## src/rtl/pwd_pkg.sv

```systemverilog
package pwd_pkg;

    localparam logic [15:0] SEL_ADDR     = 16'hFCFF;
    localparam logic [15:0] PAGE_HI_ADDR = 16'hFCFD;
    localparam logic [15:0] PAGE_LO_ADDR = 16'hFCFE;
    localparam logic [7:0]  WIN_HI       = 8'hFD;
    localparam logic [7:0]  UNBACKED_RD  = 8'hFF;

    typedef enum logic [1:0] {
        TGT_NONE = 2'd0,
        TGT_MEM  = 2'd1,
        TGT_REG  = 2'd2
    } tgt_e;

    typedef enum logic [1:0] {
        CTL_NONE = 2'd0,
        CTL_SEL  = 2'd1,
        CTL_PHI  = 2'd2,
        CTL_PLO  = 2'd3
    } ctl_e;

    typedef struct packed {
        logic        we;
        logic [23:0] addr;
        logic [7:0]  wdata;
        tgt_e        tgt;
    } dev_req_t;

    function automatic ctl_e ctl_decode(input logic [15:0] a);
        ctl_e r;
        case (a)
            SEL_ADDR:     r = CTL_SEL;
            PAGE_HI_ADDR: r = CTL_PHI;
            PAGE_LO_ADDR: r = CTL_PLO;
            default:      r = CTL_NONE;
        endcase
        return r;
    endfunction

    function automatic logic in_window(input logic [15:0] a);
        return a[15:8] == WIN_HI;
    endfunction

endpackage

```

## src/rtl/pwd_cycle_ctrl.sv

```systemverilog
module pwd_cycle_ctrl (
    input  logic clk,
    input  logic rst,
    input  logic host_cyc,
    output logic start
);
    logic cyc_q;

    always_ff @(posedge clk) begin
        if (rst) cyc_q <= 1'b0;
        else     cyc_q <= host_cyc;
    end

    assign start = host_cyc && !cyc_q;
endmodule

```

## src/rtl/pwd_ctrl_regs.sv

```systemverilog
module pwd_ctrl_regs
    import pwd_pkg::*;
#(
    parameter logic [7:0] DEV_ID = 8'hD0
) (
    input  logic        clk,
    input  logic        rst,
    input  logic        wr_en,
    input  logic [15:0] addr,
    input  logic [7:0]  wdata,
    output logic [7:0]  sel_q,
    output logic [15:0] page_q,
    output logic        selected
);
    ctl_e ctl;
    assign ctl      = ctl_decode(addr);
    assign selected = (sel_q == DEV_ID);

    always_ff @(posedge clk) begin
        if (rst) begin
            sel_q  <= 8'h00;
            page_q <= 16'h0000;
        end else if (wr_en) begin
            case (ctl)
                CTL_SEL: sel_q <= wdata;
                CTL_PHI: if (selected) page_q[15:8] <= wdata;
                CTL_PLO: if (selected) page_q[7:0]  <= wdata;
                default: ;
            endcase
        end
    end
endmodule

```

## src/rtl/pwd_target_dec.sv

```systemverilog
module pwd_target_dec
    import pwd_pkg::*;
#(
    parameter bit          BIG_ENDIAN = 1'b0,
    parameter int unsigned MEM_BYTES  = 524288
) (
    input  logic [15:0] page,
    output tgt_e        tgt
);
    localparam int unsigned MEM_PAGES = MEM_BYTES / 256;
    localparam logic [16:0] MEM_LIMIT = 17'(MEM_PAGES);

    logic [15:0] reg_page;

    generate
        if (BIG_ENDIAN) begin : g_be
            assign reg_page = 16'hFEFC;
        end else begin : g_le
            assign reg_page = 16'hFEFE;
        end
    endgenerate

    always_comb begin
        if (page == reg_page)                tgt = TGT_REG;
        else if ({1'b0, page} < MEM_LIMIT)   tgt = TGT_MEM;
        else                                 tgt = TGT_NONE;
    end
endmodule

```

## src/rtl/pwd_dev_port.sv

```systemverilog
module pwd_dev_port
    import pwd_pkg::*;
(
    input  logic     clk,
    input  logic     rst,
    input  logic     fire,
    input  dev_req_t req_in,
    output logic     stb,
    output dev_req_t req_q
);
    always_ff @(posedge clk) begin
        if (rst) begin
            stb   <= 1'b0;
            req_q <= '{we: 1'b0, addr: 24'h0, wdata: 8'h0, tgt: TGT_NONE};
        end else begin
            stb <= fire;
            if (fire) req_q <= req_in;
        end
    end
endmodule

```

## src/rtl/paged_window_dec.sv

```systemverilog
module paged_window_dec
    import pwd_pkg::*;
#(
    parameter logic [7:0]  DEV_ID     = 8'hD0,
    parameter bit          BIG_ENDIAN = 1'b0,
    parameter int unsigned MEM_BYTES  = 524288
) (
    input  logic        clk,
    input  logic        rst,
    input  logic        host_cyc,
    input  logic        host_rnw,
    input  logic [15:0] host_addr,
    input  logic [7:0]  host_wdata,
    output logic [7:0]  host_rdata,
    output logic        host_rdata_en,
    output logic        dev_stb,
    output logic        dev_we,
    output logic [23:0] dev_addr,
    output logic [7:0]  dev_wdata,
    output logic        dev_mem_sel,
    output logic        dev_reg_sel,
    input  logic [7:0]  dev_rdata
);
    logic        start;
    logic [7:0]  sel_q;
    logic [15:0] page_q;
    logic        selected;
    tgt_e        tgt;
    ctl_e        ctl;
    logic        win_hit;
    dev_req_t    req_now;
    dev_req_t    req_q;

    pwd_cycle_ctrl u_cyc (
        .clk      (clk),
        .rst      (rst),
        .host_cyc (host_cyc),
        .start    (start)
    );

    pwd_ctrl_regs #(.DEV_ID(DEV_ID)) u_regs (
        .clk      (clk),
        .rst      (rst),
        .wr_en    (start && !host_rnw),
        .addr     (host_addr),
        .wdata    (host_wdata),
        .sel_q    (sel_q),
        .page_q   (page_q),
        .selected (selected)
    );

    pwd_target_dec #(.BIG_ENDIAN(BIG_ENDIAN), .MEM_BYTES(MEM_BYTES)) u_tgt (
        .page (page_q),
        .tgt  (tgt)
    );

    assign ctl     = ctl_decode(host_addr);
    assign win_hit = in_window(host_addr) && selected;

    assign req_now = '{we:    !host_rnw,
                       addr:  {page_q, host_addr[7:0]},
                       wdata: host_wdata,
                       tgt:   tgt};

    pwd_dev_port u_port (
        .clk    (clk),
        .rst    (rst),
        .fire   (start && win_hit),
        .req_in (req_now),
        .stb    (dev_stb),
        .req_q  (req_q)
    );

    assign dev_we      = req_q.we;
    assign dev_addr    = req_q.addr;
    assign dev_wdata   = req_q.wdata;
    assign dev_mem_sel = (req_q.tgt == TGT_MEM);
    assign dev_reg_sel = (req_q.tgt == TGT_REG);

    // Read path: window data, control readback, or nothing driven.
    always_comb begin
        host_rdata    = 8'h00;
        host_rdata_en = 1'b0;
        if (host_cyc && host_rnw && selected) begin
            if (in_window(host_addr)) begin
                host_rdata_en = 1'b1;
                host_rdata    = (tgt == TGT_NONE) ? UNBACKED_RD : dev_rdata;
            end else begin
                case (ctl)
                    CTL_SEL: begin host_rdata_en = 1'b1; host_rdata = sel_q;        end
                    CTL_PHI: begin host_rdata_en = 1'b1; host_rdata = page_q[15:8]; end
                    CTL_PLO: begin host_rdata_en = 1'b1; host_rdata = page_q[7:0];  end
                    default: ;
                endcase
            end
        end
    end
endmodule

```

## config.mk

```make
export PLATFORM = sky130hd
export DESIGN_NAME = paged_window_dec
export DESIGN_NICKNAME = d
export VERILOG_FILES = /design/src/rtl/pwd_pkg.sv /design/src/rtl/pwd_cycle_ctrl.sv /design/src/rtl/pwd_ctrl_regs.sv /design/src/rtl/pwd_target_dec.sv /design/src/rtl/pwd_dev_port.sv /design/src/rtl/paged_window_dec.sv
export SDC_FILE = /design/constraint.sdc
export NUM_CORES = 1
export LEC_CHECK = 0
export ABC_AREA = 1
export BUFFER_PORTS_ARGS = -buffer_cell sky130_fd_sc_hd__clkbuf_2
export CORE_MARGIN = 2
export CORE_UTILIZATION = 52
export DETAILED_ROUTE_END_ITERATION = 8
export GPL_TIMING_DRIVEN = 0
export PLACE_DENSITY = 0.78
export SLEW_MARGIN = 20
export SYNTH_ARGS = -nofsm -noshare
export SYNTH_HDL_FRONTEND = slang
export SYNTH_SLANG_ARGS = --single-unit
```

## constraint.sdc

```tcl
create_clock -name clk -period 2.1 [get_ports clk]
set_clock_uncertainty 0.2 [all_clocks]
set_input_delay 0.105 -clock clk [delete_from_list [all_inputs] [get_ports clk]]
set_output_delay 0.105 -clock clk [all_outputs]
set_load 0.02 [all_outputs]
```

==> results.toml, run 1 <==
[cells_and_area]
multiInputGateArea_um2 = 1610
layout.nets = 638
seq_area_um2 = 1224
drive_gt1_frac = 0.3476
num-fill-cells = 536
n_antenna_cell = 0
synthToLayoutAreaGrowth_pct = 31.38

[sta]
setup_viol = 3
slew_headroom = 0.5754
slew_viol_final = 0
clock.fmax_mhz = 473.3
hold_violations = 0
fin_crit_sh = 1.006
rsz0062_at_grt = "yes"
finalSetupTns_ns = -0.01760
tightest_slew_ns = 0.6369
fin_ws_ns = -0.01286
min_period_ns = 2.113

[clock_network]
clockBufferDepth = 2
clkLatencyLatePin_ns = 0.34
htree_levels = 3
cts_made_buffers = 9
root_buffer = "clkbuf_8"
cts_tree = "done"
clkTransAtPathRegs_ns = 0.07
clkSinkCount = 61

[floorplan]
dieHeight_um = 84.06
die_w_um = 84.06
core-area_um2 = 6277
row_count = 29
die-area_um2 = 7066
io_pins = 81
initial_core_util = 0.5310

[synth]
yosys.area_share.adder = 0
synth_area_um2 = 3333
yosysWarningCount = 0
post-synth-top-area-cell = "dfxtp_1"
synth-simple-area-share = 0.3848
synthMuxAreaShare = 0
synth_top_family_by_area = "simple AND/OR/NAND/NOR gates"
synthDominantCellAreaShare = 0.3664
ys_ff_latch = 61
yosysUniqueCellTypes = 25
ys_seq_area_frac = 0.3664
synthTopCellsByArea = "dfxtp_1, nand2_1, buf_4, nand3_1, a21oi_1"
synth_compound_area_frac = 0.08784
synth_cells = 483
syn-mean-instance-area_um2 = 6.901
synth_xor_area_frac = 0
syn-num-nets = 519

[placement]
dp_worst_setup_slack_ns = 0.2459
port_buffers = 79
hpwl_mm = 6.309
finalWeightedCongestion = 0.9791

[flow_run]
drv_cap = 0

[worst_setup_path]
startpoint_type = "flip-flop"
path_class = "reg -> out"
crit_slowest_cell = "dfxtp_2"
critical_path_required_ns = 1.79
cp_max_fo = 5
max_stage_delay_ns = 0.34
worst-path-buf-inv = 2
path_cells = "nand2_2, nor3_4, nand2_4, nor3_4, buf_6, nand3_2, nor2_2, buf_4"
critPathCaptureType = "primary output"
crit_arrival_ns = 1.81
cp_common_cell = "nor3_4"
cp_top_family = "simple AND/OR/NAND/NOR gates"

[worst_hold_path]
hp-class = "in -> reg"

[grt]
grt_pass1_vias = 3097
grt_max_degree = 11
grt_overflow = 0
antenna_found_initial = 0
track_usage = 0.2563
grt_pass1_wl_mm = 14.43

[power_and_ir_drop]
leakagePower_nw = 1.922
power.internal_mw = 1.863
combPwrFrac = 0.063
p_clk_frac = 0.455
irDropWorstVdd_mv = 0.4138
power-per-cell-area_nw_per_um2 = 548.5
p_sw_mw = 0.5393
seq_power_share = 0.482
p_sw_frac = 0.2245

[route]
via_per_inst = 5.054
drtAntennaViolNets = 0
num_vias = 3457
drcViolationCount = 0
drtPass1Iterations = 7
drt-initial-drc-count = 249
wl_per_cell_um = 12.97
drt-total-wl_mm = 8.869

[outcome]
status = "complete, but fails checks"
violations = "negative setup slack"
-- per-layer routing --
metal / vias to the layer above / global-route usage / share of wire
met5: - / 0 / 0
li1: 1736 / - / -
met2: 129 / 0.4069 / 0.48
met3: 14 / 0.04550 / 0.056
met4: 0 / 0.1246 / 0.018
met1: 1578 / 0.3348 / 0.45
-- cell usage after synthesis --
| cell type | count |
|---|---|
| a21oi_2 | 10 |
| nor4_1 | 1 |
| inv_1 | 32 |
| nand2_4 | 1 |
| nor3_4 | 1 |
| clkinv_1 | 1 |
| nand3_2 | 1 |
| inv_2 | 13 |
| nor2_1 | 48 |
| clkbuf_1 | 7 |
| nand2_2 | 11 |
| nand4_1 | 11 |
| dfxtp_1 | 61 |
| nand2_1 | 130 |
| buf_6 | 4 |
| buf_2 | 4 |
| nor2_2 | 6 |
| nand3_1 | 52 |
| nor3_1 | 1 |
| nor3_2 | 1 |
| clkinv_2 | 2 |
| nor2_4 | 6 |
| a21oi_1 | 41 |
| nand3_4 | 3 |
| buf_4 | 35 |
-- cells in the final DEF, fill, tap and decap left out --
cell / instances
bufinv_16: 1
buf_2: 4
nor3_4: 2
nand3_4: 3
nand4_1: 11
buf_6: 8
inv_2: 13
nor4_1: 1
clkbuf_8: 12
nand2_1: 128
inv_1: 32
buf_4: 47
a21oi_1: 40
clkbuf_2: 71
nor2_2: 10
dfxtp_1: 59
dfxtp_2: 2
nor2_1: 44
clkinvlp_4: 1
clkinv_1: 1
nand3_2: 3
nor3_1: 1
nor2_4: 6
nand3_1: 50
a21oi_2: 11
clkbuf_1: 8
clkinv_2: 3
nand2_4: 1
nand2_2: 13
dlygate4sd3_1: 21
-- state kept, by name, summed over array words and instances, names as in the netlist --
name           count
u_port.stb         1
u_regs.sel_q       8
u_cyc.cyc_q        1
u_port.req_q      35
u_regs.page_q     16
-- final cells by class --
cell class | count | share of cell area
plain buffers | 50 | 0.08086
flip-flops and latches | 61 | 0.2794
repair buffers | 108 | 0.1600
clock buffers | 13 | 0.03857
multi-input cells | 324 | 0.3677
clock inverters | 3 | 0.009714
well taps | 77 | 0.02200
inverters | 48 | 0.04171
-- power by group through the flow --
stage | logic (mW) | registers (mW) | clock network (mW)
after global routing | 0.164 | 1.16 | 1.18
final | 0.151 | 1.16 | 1.09
after CTS | 0.148 | 1.16 | 1.12
after detailed placement | 0.118 | 1.18 | 0
after global placement | 0.116 | 1.18 | 0
after floorplan | 0.0537 | 1.18 | 0
-- path summary, 6_finish.rpt --
| kind | startpoint | cells after the start | endpoint | slack, ns |
|---|---|---|---|---|
| worst max-delay path | u_regs.sel_q[7]$_SDFFE_PP0P_ | 8 | host_rdata[4] | -0.01 |
| worst min-delay path | host_addr[9] | 6 | u_port.req_q[1]$_SDFFE_PP0P_ | 0.13 |
| worst max register to register | u_regs.sel_q[2]$_SDFFE_PP0P_ | 10 | u_port.req_q[33]$_SDFFE_PP0P_ | 0.18 |
| worst min register to register | u_port.req_q[13]$_SDFFE_PP0P_ | 2 | u_port.req_q[13]$_SDFFE_PP0P_ | 0.27 |
-- cells by family (layout without fill, tap and decap cells) --
| group | count (synthesis) | in the layout |
|---|---|---|
| AOI/OAI and AO/OA | 51 | 51 |
| and+or+nand+nor | 273 | 273 |
| DFF | 61 | 61 |
| buffers and inverters | 98 | 222 |
-- worst min-delay path, stage by stage --
cell and delay (ns):
clkbuf_2 0.09, inv_1 0.05, nand4_1 0.16, nor3_1 0.09, nor2_1 0.08, nor2_1 0.05
-- what timing repair did --
item | in CTS | in global routing
pin swaps | 0 | 7
hold buffers | 21 | 0
resized for setup | 1 | 31
gates cloned | 0 | 1
endpoints found under the hold margin | 44 | 0
endpoints found under the setup margin | 9 | 9
buffers inserted | 0 | 7
-- metrics by stage --
step	cell area [um2]	hold slack, ns	utilization	power, mW	std cells
after floorplan	3333	0.03992	-	1.238	483
after global placement	3825	0.1481	0.6093	1.301	639
after detailed placement	3825	0.1568	0.6093	1.303	639
after CTS	4253	0.08933	0.6775	2.422	676
after global routing	4379	0.1599	0.6976	2.499	684
final	4379	0.1280	0.6976	2.402	684
(Power assumes the default switching activity.)
==> run 2, diff against run 1 <==
CTS_BUF_LIST = sky130_fd_sc_hd__clkbuf_16   (was default)
MAX_ROUTING_LAYER = met4   (was default)
==> run 2 against run 1 <==
The flow now finishes without violations. Critical path depth is the same. Sequential cell count is the same. Core utilization is the same. Hold slack gained 0.024 ns. Global-route usage grew 1.5 points. Critical path type unchanged. Worst setup slack gained 0.11 ns. Cell count shrank 0.88%. Power grew 12%. Combinational power is essentially flat. Cell area is the same.
==> results.toml, run 2 (synthesis results as in run 1) <==
[clock_network]
clkSinkCount = 61
clkTransAtPathRegs_ns = 0.05
htree_levels = 3
clkLatencyLatePin_ns = 0.32
root_buffer = "clkbuf_16"
cts_made_buffers = 9
clockBufferDepth = 2
cts_tree = "done"

[sta]
slew_viol_final = 0
hold_violations = 0
slew_headroom = 0.5671
min_period_ns = 1.999
fin_ws_ns = 0.1009
tightest_slew_ns = 0.6493
setup_viol = 0
clock.fmax_mhz = 500.2
fin_crit_sh = 0.9519

[placement]
finalWeightedCongestion = 1.005
hpwl_mm = 6.546
port_buffers = 79
dp_worst_setup_slack_ns = 0.2148
placed_area_um2 = 3825

[route]
via_per_inst = 5.032
drt-initial-drc-count = 212
drtPass1Iterations = 5
drt-total-wl_mm = 8.978
wl_per_cell_um = 13.24
drtAntennaViolNets = 0
num_vias = 3412
drcViolationCount = 0

[floorplan]
die_w_um = 84.06
core-area_um2 = 6277
io_pins = 81
initial_core_util = 0.5310
row_count = 29
die-area_um2 = 7066
dieHeight_um = 84.06

[power_and_ir_drop]
irDropWorstVdd_mv = 0.5734
leakagePower_nw = 1.929
power-per-cell-area_nw_per_um2 = 616.9

[cells_and_area]
n_antenna_cell = 0
layout_common_cells = "nand2_1, clkbuf_2, dfxtp_1"
layout.nets = 632
final_common_cell = "nand2_1"
largest-register = "u_port.req_q"
final_area_um2 = 4379
largest_reg_flops = 35
top_regs = "u_port.req_q (35), u_regs.page_q (16), u_regs.sel_q (8)"
synthToLayoutAreaGrowth_pct = 31.38
drive_gt1_frac = 0.3344

[worst_setup_path]
critical_path_required_ns = 1.79
critPathCaptureType = "primary output"
crit_arrival_ns = 1.69
startpoint_type = "flip-flop"
cp_max_fo = 9
path_class = "reg -> out"

[worst_hold_path]
hp-class = "in -> reg"

[grt]
grt_pass1_vias = 3192
track_usage = 0.2715
antenna_found_initial = 0
grt_overflow = 0
grt_pass1_wl_mm = 14.81
grt_max_degree = 11

[outcome]
status = "completed"

[flow_run]
drv_cap = 0
[run 2: per-stage QoR]
step                hold WS [ns]  utilization   TNS (ns)  cells  total power, mW
global route              0.2169       0.6976  -0.005934    678            2.790
floorplan                0.03992            -          0    483            1.238
finish                    0.1523       0.6976          0    678            2.702
detailed placement        0.1542       0.6093          0    639            1.303
global placement          0.1477       0.6093          0    639            1.302
CTS                       0.1199       0.6944          0    678            2.714
[run 2: timing repair]
item | CTS | global route
setup buffers | 2 | 0
hold buffers | 21 | 0
pin swaps | 3 | 1
hold endpoints to repair | 44 | 0
endpoints found under the setup margin | 9 | 8
gates resized for setup | 5 | 10
[run 2: final cells by class]
type                    instances  area, um2
flip-flops and latches         61       1229
multi-input cells             324       1599
clock inverters                 7      57.56
fillers                       531       1898
well taps                      77      96.34
repair buffers                102      635.6
plain buffers                  50      354.1
clock buffers                   9      225.2
inverters                      48      182.7
[run 2: power by group]
part           internal [mW]  switching [mW]
clock                  0.897           0.492
combinational         0.0614          0.0897
sequential              1.16        0.000916
total                   2.12           0.583
[run 2: final timing paths]
kind / startpoint / endpoint / slack, ns / cells past startpoint
worst max-delay path: u_regs.sel_q[4]$_SDFFE_PP0P_ / host_rdata[6] / 0.10 / 8
worst min-delay path: host_addr[9] / u_port.req_q[1]$_SDFFE_PP0P_ / 0.15 / 6
worst max register to register: u_regs.sel_q[4]$_SDFFE_PP0P_ / u_port.req_q[5]$_SDFFE_PP0P_ / 0.17 / 9
worst min register to register: u_port.req_q[22]$_SDFFE_PP0P_ / u_port.req_q[22]$_SDFFE_PP0P_ / 0.27 / 2
[run 2: metal layers]
layer | track usage | share of wire
met5 | - | 0
met4 | 0.09091 | 0.016
met3 | 0.05539 | 0.056
met2 | 0.4358 | 0.49
met1 | 0.3413 | 0.44
[run 2: critical path: stages, from the launching register on]
cell      delay [ns]
dfxtp_2         0.34
nand2_2         0.07
nor3_4          0.21
nand2_4         0.10
nor3_4          0.15
buf_12          0.14
inv_1           0.04
a21oi_1         0.13
clkbuf_2        0.19
==> run 3, diff against run 2 <==
RECOVER_POWER = 50   (was default)
==> run 3 against run 2 <==
Count of clock-buffer cells in the layout did not move. Sequential share of layout area is 0.40 points higher. Wire length grew 0.78%. Core utilization fell by 0.98 points. First-iteration DRC count fell by 20%. Largest cell class unchanged. Critical path type unchanged. Largest power group unchanged. Power about the same. Hold slack worse by 0.0095 ns. Die area did not move. Sequential cell count unchanged.
==> results.toml, run 3 (synthesis results as in run 1) <==
[outcome]
status = "completed"

[clock_network]
root_buffer = "clkbuf_16"
cts_tree = "done"
clkSinkCount = 61
clockBufferDepth = 2
clkTransAtPathRegs_ns = 0.05
cts_made_buffers = 9
clkLatencyLatePin_ns = 0.32
htree_levels = 3

[grt]
grt_pass1_vias = 3192
grt_overflow = 0
grt_pass1_wl_mm = 14.81
track_usage = 0.2715
antenna_found_initial = 0
grt_max_degree = 11

[route]
wl_met1_mm = 3.971
met2_length_mm = 4.369
drt-initial-drc-count = 170
drtAntennaViolNets = 0
num_vias = 3426
drt-total-wl_mm = 9.048
dr_wl_met3_um = 544
wl_per_cell_um = 13.35
drtPass1Iterations = 5
drcViolationCount = 0
via_per_inst = 5.053
top_layer_used = "met4"

[cells_and_area]
largest-register = "u_port.req_q"
layout_common_cells = "nand2_1, dfxtp_1, nand3_1"
final_common_cell = "nand2_1"
final_area_um2 = 4318
largest_reg_flops = 35
top_regs = "u_port.req_q (35), u_regs.page_q (16), u_regs.sel_q (8)"
drive_gt1_frac = 0.2679
layout.nets = 632
synthToLayoutAreaGrowth_pct = 29.54
n_antenna_cell = 0

[power_and_ir_drop]
p_total_mw = 2.701
irDropWorstVdd_mv = 0.5719
power-per-cell-area_nw_per_um2 = 625.6
leakagePower_nw = 1.791

[worst_setup_path]
cp_max_fo = 9
crit_arrival_ns = 1.69
critical_path_required_ns = 1.79
worstSetupStartpoint = "u_regs.sel_q[4]$_SDFFE_PP0P_"
startpoint_type = "flip-flop"
r2r-start = "u_regs.sel_q[4]$_SDFFE_PP0P_"
r2r_slack_ns = 0.14
critPathCaptureType = "primary output"
path_class = "reg -> out"

[sta]
hold_violations = 0
finalSetupTns_ns = 0
worst_hold_slack_ns = 0.1427
slew_viol_final = 0
fin_crit_sh = 0.9508
fin_ws_ns = 0.1034
tightest_slew_ns = 0.6432
setup_viol = 0
min_period_ns = 1.997
slew_headroom = 0.5712
clock.fmax_mhz = 500.8

[placement]
placed_area_um2 = 3825
finalWeightedCongestion = 1.005
dp_worst_setup_slack_ns = 0.2148
hpwl_mm = 6.546
port_buffers = 79

[floorplan]
dieHeight_um = 84.06
row_count = 29
io_pins = 81
die_w_um = 84.06
core-area_um2 = 6277
die-area_um2 = 7066
initial_core_util = 0.5310

[worst_hold_path]
hp-start = "host_addr[9]"
hp-class = "in -> reg"

[flow_run]
drv_cap = 0
==> run 3: cell types whose count changed in the layout (fill, tap and decap cells not counted), sizes merged <==
cell      previous run  this run
clkinv               7         6
clkinvlp             1         2
buf                 47        44
clkbuf              93        96
==> run 3: layout make-up <==
class	instances	area, um2
multi-input combinational	324	1592
fill	552	1959
inverter	48	182.7
buffer	50	345.3
timing repair buffer	102	590.6
sequential	61	1229
tap	77	96.34
clock buffer	9	225.2
clock inverter	7	57.56
==> run 3: repair_timing <==
item | 4_1_cts | 5_1_grt
pin swaps | 3 | 1
setup buffers | 2 | 0
hold buffers | 21 | 0
endpoints found under the setup margin | 9 | 8
cloned | 0 | 0
resized for setup | 5 | 10
endpoints found under the hold margin | 44 | 0
==> run 3: final timing paths <==
kind,cells after the start,end
setup / recovery,8,host_rdata[2]
hold / removal,6,u_port.req_q[1]$_SDFFE_PP0P_
setup reg to reg,10,u_port.req_q[29]$_SDFFE_PP0P_
hold reg to reg,2,u_port.req_q[17]$_SDFFE_PP0P_
==> run 3: metrics by stage <==
stage                     cells  utilization
final                       678       0.6879
after global routing        678       0.6879
after CTS                   678       0.6944
after detailed placement    639       0.6093
after global placement      639       0.6093
after floorplan             483            -
==> run 3: report_power, final <==
group | total (mW) | internal (mW) | switching, mW
clock | 1.39 | 0.897 | 0.493
sequential | 1.16 | 1.16 | 0.000915
combinational | 0.150 | 0.0608 | 0.0889
==> run 3: critical path: stages (launching register included) <==
cell and delay, ns:
dfxtp_2 0.34, nand2_2 0.07, nor3_4 0.21, nand2_4 0.10
nor3_4 0.15, buf_12 0.14, nand3_1 0.08, nor2_1 0.11
buf_2 0.17
==> run 3: layer usage <==
| layer | track usage | up-vias |
|---|---|---|
| met1 | 0.3413 | 1567 |
| li1 | - | 1729 |
| met2 | 0.4358 | 117 |
| met5 | - | - |
| met4 | 0.09091 | 0 |
| met3 | 0.05539 | 13 |
